File: src/rtl/car_id_pkg.sv
package car_id_pkg;

   // open-interval membership test, widened so any timer width fits
   function automatic logic in_open_window(input logic [31:0] lo,
                                           input logic [31:0] hi,
                                           input logic [31:0] v);
      return (v > lo) && (v < hi);
   endfunction

endpackage

File: src/rtl/cid_capture.sv
module cid_capture #(
   parameter int unsigned TIMER_W   = 16,
   parameter int unsigned TIMER_TOP = 4999
) (
   input  logic               clk,
   input  logic               rst_n,
   input  logic [TIMER_W-1:0] tmr_val,
   input  logic               tmr_wrap,
   input  logic               sense_edge,
   output logic               meas_vld,
   output logic [TIMER_W-1:0] meas_ticks
);

   logic [TIMER_W-1:0] last_stamp;

   assign meas_vld   = sense_edge && (last_stamp < tmr_val);
   assign meas_ticks = tmr_val - last_stamp;

   always_ff @(posedge clk) begin
      if (!rst_n)
         last_stamp <= '0;
      else if (tmr_wrap)
         last_stamp <= TIMER_W'(TIMER_TOP);
      else if (sense_edge)
         last_stamp <= tmr_val;
   end

   assert_wrap_load_R10: assert property (@(posedge clk) disable iff (!rst_n)
      tmr_wrap |=> last_stamp == TIMER_W'(TIMER_TOP));

   assert_edge_store_R6: assert property (@(posedge clk) disable iff (!rst_n)
      (sense_edge && !tmr_wrap) |=> last_stamp == $past(tmr_val));

   assert_idle_keep_R6: assert property (@(posedge clk) disable iff (!rst_n)
      (!sense_edge && !tmr_wrap) |=> $stable(last_stamp));

endmodule

File: src/rtl/cid_classify.sv
module cid_classify
   import car_id_pkg::*;
#(
   parameter int unsigned TIMER_W = 16,
   parameter int unsigned ID_W    = 3,
   parameter int unsigned NUM_WIN = 4,
   parameter int unsigned WIN_LO [NUM_WIN] = '{54, 118, 186, 246},
   parameter int unsigned WIN_HI [NUM_WIN] = '{74, 138, 206, 266}
) (
   input  logic [TIMER_W-1:0] meas_ticks,
   output logic               hit_any,
   output logic [ID_W-1:0]    hit_id
);

   logic [NUM_WIN-1:0] hit;

   for (genvar g = 0; g < NUM_WIN; g++) begin : g_win
      if (WIN_LO[g] >= WIN_HI[g]) begin : g_bad_order
         $error("window %0d: lower bound not below upper bound", g);
      end
      if (g > 0) begin : g_chk_sorted
         if (WIN_LO[g] < WIN_HI[g-1]) begin : g_overlap
            $error("window %0d overlaps its predecessor", g);
         end
      end
      assign hit[g] = in_open_window(32'(WIN_LO[g]), 32'(WIN_HI[g]),
                                     32'(meas_ticks));
   end

   always_comb begin
      hit_id = '0;
      for (int i = 0; i < NUM_WIN; i++)
         if (hit[i]) hit_id = ID_W'(i + 1);
   end

   assign hit_any = |hit;

   always_comb begin
      assert_one_window_R7: assert ($onehot0(hit));
   end

endmodule

File: src/rtl/cid_latch.sv
module cid_latch #(
   parameter int unsigned ID_W    = 3,
   parameter int unsigned NUM_WIN = 4
) (
   input  logic            clk,
   input  logic            rst_n,
   input  logic            id_clr,
   input  logic            dec_vld,
   input  logic [ID_W-1:0] dec_id,
   output logic [ID_W-1:0] car_id
);

   always_ff @(posedge clk) begin
      if (!rst_n)
         car_id <= '0;
      else if (id_clr)
         car_id <= '0;
      else if ((car_id == '0) && dec_vld)
         car_id <= dec_id;
   end

   assert_clear_wins_R9: assert property (@(posedge clk) disable iff (!rst_n)
      id_clr |=> car_id == '0);

   assert_hold_latched_R8: assert property (@(posedge clk) disable iff (!rst_n)
      (car_id != '0 && !id_clr) |=> car_id == $past(car_id));

   assert_no_spurious_R11: assert property (@(posedge clk) disable iff (!rst_n)
      (car_id == '0 && !dec_vld) |=> car_id == '0);

   assert_id_range_R2: assert property (@(posedge clk) disable iff (!rst_n)
      32'(car_id) <= NUM_WIN);

endmodule

File: src/rtl/car_id_decode.sv
module car_id_decode #(
   parameter int unsigned TIMER_W   = 16,
   parameter int unsigned TIMER_TOP = 4999,
   parameter int unsigned NUM_WIN   = 4,
   parameter int unsigned ID_W      = 3,
   parameter int unsigned WIN_LO [NUM_WIN] = '{54, 118, 186, 246},
   parameter int unsigned WIN_HI [NUM_WIN] = '{74, 138, 206, 266}
) (
   input  logic               clk,
   input  logic               rst_n,
   input  logic [TIMER_W-1:0] tmr_val,
   input  logic               tmr_wrap,
   input  logic               sense_edge,
   input  logic               id_clr,
   output logic [ID_W-1:0]    car_id
);

   localparam int unsigned ID_W_MIN = $clog2(NUM_WIN + 1);

   if (ID_W < ID_W_MIN) begin : g_bad_id_w
      $error("ID_W too narrow for NUM_WIN windows");
   end
   if (TIMER_W > 32 || TIMER_W < 2) begin : g_bad_timer_w
      $error("TIMER_W out of range");
   end
   if (TIMER_TOP >= (64'd1 << TIMER_W)) begin : g_bad_top
      $error("TIMER_TOP does not fit TIMER_W");
   end

   logic               meas_vld;
   logic [TIMER_W-1:0] meas_ticks;
   logic               hit_any;
   logic [ID_W-1:0]    hit_id;

   cid_capture #(
      .TIMER_W   (TIMER_W),
      .TIMER_TOP (TIMER_TOP)
   ) i_capture (
      .clk        (clk),
      .rst_n      (rst_n),
      .tmr_val    (tmr_val),
      .tmr_wrap   (tmr_wrap),
      .sense_edge (sense_edge),
      .meas_vld   (meas_vld),
      .meas_ticks (meas_ticks)
   );

   cid_classify #(
      .TIMER_W (TIMER_W),
      .ID_W    (ID_W),
      .NUM_WIN (NUM_WIN),
      .WIN_LO  (WIN_LO),
      .WIN_HI  (WIN_HI)
   ) i_classify (
      .meas_ticks (meas_ticks),
      .hit_any    (hit_any),
      .hit_id     (hit_id)
   );

   cid_latch #(
      .ID_W    (ID_W),
      .NUM_WIN (NUM_WIN)
   ) i_latch (
      .clk     (clk),
      .rst_n   (rst_n),
      .id_clr  (id_clr),
      .dec_vld (meas_vld && hit_any),
      .dec_id  (hit_id),
      .car_id  (car_id)
   );

endmodule

File: config.mk
export PLATFORM = sky130hd
export DESIGN_NAME = car_id_decode
export DESIGN_NICKNAME = d
export VERILOG_FILES = /design/src/rtl/car_id_pkg.sv /design/src/rtl/cid_capture.sv /design/src/rtl/cid_classify.sv /design/src/rtl/cid_latch.sv /design/src/rtl/car_id_decode.sv
export SDC_FILE = /design/constraint.sdc
export NUM_CORES = 1
export LEC_CHECK = 0
export BUFFER_PORTS_ARGS = -buffer_cell sky130_fd_sc_hd__buf_4
export CORE_MARGIN = 5
export CORE_UTILIZATION = 58
export DETAILED_ROUTE_END_ITERATION = 16
export PLACE_DENSITY = 0.77
export SYNTH_ARGS = -nofsm -noshare
export SYNTH_HDL_FRONTEND = slang
export SYNTH_SLANG_ARGS = --single-unit
File: constraint.sdc
create_clock -name clk -period 3.45 [get_ports clk]
set_input_delay 0.5175 -clock clk [delete_from_list [all_inputs] [get_ports clk]]
set_output_delay 0.5175 -clock clk [all_outputs]
set_load 0.02 [all_outputs]
==> Implementation_results.wiki <==
{| class="wikitable"
! Metric !! Value
|-
| Initial antenna violation count || 0
|-
| Number of clock sinks || 19
|-
| Biggest fanout along the worst timing path || 6
|-
| Clock tree from TritonCTS || done
|-
| Overall routing resource usage || 0.209
|-
| Detail Route Antenna Nets || 0
|-
| Endpoint kind of the worst setup timing path || flip-flop
|-
| Number of H-tree branching levels || 1
|-
| Achievable Freq || 0.355 GHz
|-
| Total negative slack || 0 ps
|-
| Number of setup violations in the final report || 0
|-
| Design area || slightly above 2000 sq um
|-
| EDFF count, synth || 0
|-
| Cell variety after synth || 53
|-
| Vias per cell || 6.01
|-
| Placed wire-length estimate after detailed placement || 3320 microns
|-
| Starting DRC count in detailed routing || between 100 and 150
|-
| Design Power || 651 uW
|-
| Pwr Density || 318 nW/um^2
|-
| # Max-Cap Violations || 0
|-
| Final clock skew || 0.645 ps
|-
| Required time reported for the critical path endpoint || ~3700 ps
|-
| Grt total ovfl || 0
|-
| Static power due to leakage || 0.000864 uW
|-
| Die X || 66.6 microns
|-
| Pin count of the biggest net entering global routing || 25
|-
| Skew-Pair Late Insertion Delay || approximately 310 ps
|-
| CTS Root Cell || sky130_fd_sc_hd__clkbuf_4
|-
| Critical path endpoint || i_latch.car_id[0]
|-
| Worst-case clock buffer depth || 2
|-
| Commonest cells after routing, fill and taps aside || sky130_fd_sc_hd__nor2_1, sky130_fd_sc_hd__inv_1, sky130_fd_sc_hd__buf_4
|-
| Floorplan die area || 4430 sq um
|-
| Wirelength per Cell || 14.0 microns
|-
| PortBufs || 23
|-
| Remaining DRCs || 0
|-
| Arr. time, crit path || 3070 ps
|-
| Reg-to-reg critical path startpoint || i_capture.last_stamp[0]
|-
| Yosys warns || 0
|-
| Kind of path behind the tightest hold check || primary input to flip-flop
|-
| Pin slew with the least headroom to its limit || 508 ps
|-
| Max-slew headroom at the worst pin || 0.657
|-
| Worst reg2reg path endpoint || i_latch.car_id[0]
|-
| Hold Fails Final Rpt || 0
|-
| Top-level I/O count || 24
|-
| Final Non-Filler Cells || 303
|-
| # nets final || 298
|-
| Syn nets || 283
|-
| Reg2Reg Setup Slack || 660 ps
|-
| Growth of design area from synthesis to finish || 10.5%
|-
| Sequential element share of the synthesized area || 0.205
|-
| Worst R2R Path Depth || 11
|-
| Most frequent standard cell in the layout excluding fill and tap cells || sky130_fd_sc_hd__nor2_1
|-
| Setup repair after global routing missed its margin || false
|-
| Die extent in y || 66.6 microns
|-
| Mean post-synth cell area || 7.57 sq um
|-
| Fraction of registers with async set/reset || 0
|-
| Number of core rows || 20
|-
| Antenna diode instance count || 0
|-
| Fraction of layout instances using a drive strength above 1 || 0.127
|-
| First-pass GRT wire length || 7220 microns
|-
| Commonest register cell after synthesis || sky130_fd_sc_hd__dfxtp_1
|-
| Max-slew violation count || 0
|-
| Cell area after synthesis || 1860 sq um
|-
| Result of the run || completed
|-
| Detailed Route WL || around 4300 microns
|-
| Final clock period utilization by the worst path || 0.816
|-
| Post-CTS Repair Setup Buffers || 0
|-
| RD Place Congestion || 0.989
|-
| Number of placed cells counting well taps || around 300
|-
| Area of the core region || 3050 sq um
|-
| Initial core utilization || 0.608
|-
| Startpoint type of the worst setup path || primary input
|-
| CTS-repair resized insts || 0
|-
| Area after detailed placement || roughly 2000 sq um
|-
| Maximum VDD drop || 0.195 mV
|-
| Vias in the first global route || 1600
|-
| Seq cells post-synth || 19
|-
| First element of the critical path || tmr_val[0]
|-
| Instance count of the mapped netlist || around 250
|-
| Final cell utilization of the core || 0.671
|-
| Router iterations before antenna repair || 4
|-
| Clock-pin slew reported for the worst setup and hold paths after clock tree synthesis || 130 ps
|-
| Fin crit period || 2820 ps
|-
| TritonCTS buffer count || 3
|-
| Count of hold-fix buffers inserted at cts || 0
|-
| Critical path class || primary input to flip-flop
|-
| Via count || 1822
|}
==> flip-flops by register name (all words and copies together), names as in the netlist <==
signal                cells
i_latch.car_id            3
i_capture.last_stamp     16
==> routing by layer <==
| metal | wire length (microns) | up-vias | GRT usage |
|---|---|---|---|
| met1 | 2020 | 814 | 0.300 |
| met4 | 79 | 0 | 0.0635 |
| li1 | - | 917 | - |
| met3 | 327 | 13 | 0.0337 |
| met5 | 0 | - | 0 |
| met2 | 1830 | 78 | 0.314 |
==> synth_stat cells (5+ instances only) <==
cell                       instances  area (sq um)
sky130_fd_sc_hd__o21ai_0          11          55.1
sky130_fd_sc_hd__clkbuf_1          7          26.3
sky130_fd_sc_hd__nand3_1           7          35.0
sky130_fd_sc_hd__xnor2_1           5          43.8
sky130_fd_sc_hd__a21o_1            7          52.6
sky130_fd_sc_hd__ha_1             16           200
sky130_fd_sc_hd__mux2i_1          10           100
sky130_fd_sc_hd__o21a_1            9          67.6
sky130_fd_sc_hd__nor2_1           25          93.8
sky130_fd_sc_hd__a21oi_1          17          85.1
sky130_fd_sc_hd__dfxtp_1          19           380
sky130_fd_sc_hd__inv_1            24          90.1
sky130_fd_sc_hd__nand2_1          18          67.6
==> how the worst min path moves through the flow <==
stage | cells past startpoint | slack, ps | end | from
6_report | 3 | 450 | i_capture.last_stamp[14] | tmr_val[14]
5_1_grt | 3 | 440 | i_capture.last_stamp[15] | tmr_val[15]
4_1_cts | 3 | 440 | i_capture.last_stamp[14] | tmr_val[14]
3_5_place_dp | 2 | 460 | i_latch.car_id[2] | i_latch.car_id[2]
3_3_place_gp | 2 | 450 | i_latch.car_id[1] | i_latch.car_id[1]
2_1_floorplan | 2 | 460 | i_capture.last_stamp[10] | i_capture.last_stamp[10]
==> worst max-delay path, cell delays in order <==
cell	delay, ps
sky130_fd_sc_hd__buf_4	110
sky130_fd_sc_hd__inv_1	60
sky130_fd_sc_hd__ha_1	160
sky130_fd_sc_hd__inv_1	50
sky130_fd_sc_hd__fa_1	420
sky130_fd_sc_hd__a21o_1	230
sky130_fd_sc_hd__a221oi_4	420
sky130_fd_sc_hd__o32ai_1	180
sky130_fd_sc_hd__nand3_1	120
sky130_fd_sc_hd__nand4b_1	110
sky130_fd_sc_hd__a2111oi_2	390
sky130_fd_sc_hd__nand4b_1	160
sky130_fd_sc_hd__o21ai_1	150
==> layout make-up <==
cell class | count | area, sq um
clock inverter | 1 | 5.00
clock buffer | 3 | 22.5
tap | 44 | 55.1
multi-input combinational | 189 | 1320
timing repair buffer | 23 | 173
sequential | 19 | 380
inverter | 24 | 90.1
fill | 299 | 1000
==> cell families after synthesis <==
kind of cell | count (synthesis) | synth area share
DFF | 19 | 0.205
and+or+nand+nor | 76 | 0.203
buffers and inverters | 37 | 0.0816
AOI/OAI and AO/OA | 77 | 0.295
xor gates and xnor gates | 9 | 0.0425
adders and majority gates | 17 | 0.119
muxes | 10 | 0.0539
==> stage by stage <==
step                hold WS, ps  setup WS [ps]
floorplan                   460            684
global placement            454            408
detailed placement          463            328
CTS                         442            654
global route                439            427
finish                      445            635
==> where the power goes <==
group          internal [uW]  switching, uW  total (uW)
sequential               229           3.21         232
combinational            123            171         294
clock                   43.4           81.9         125
total                    395            256         651
(Power assumes the default switching activity.)
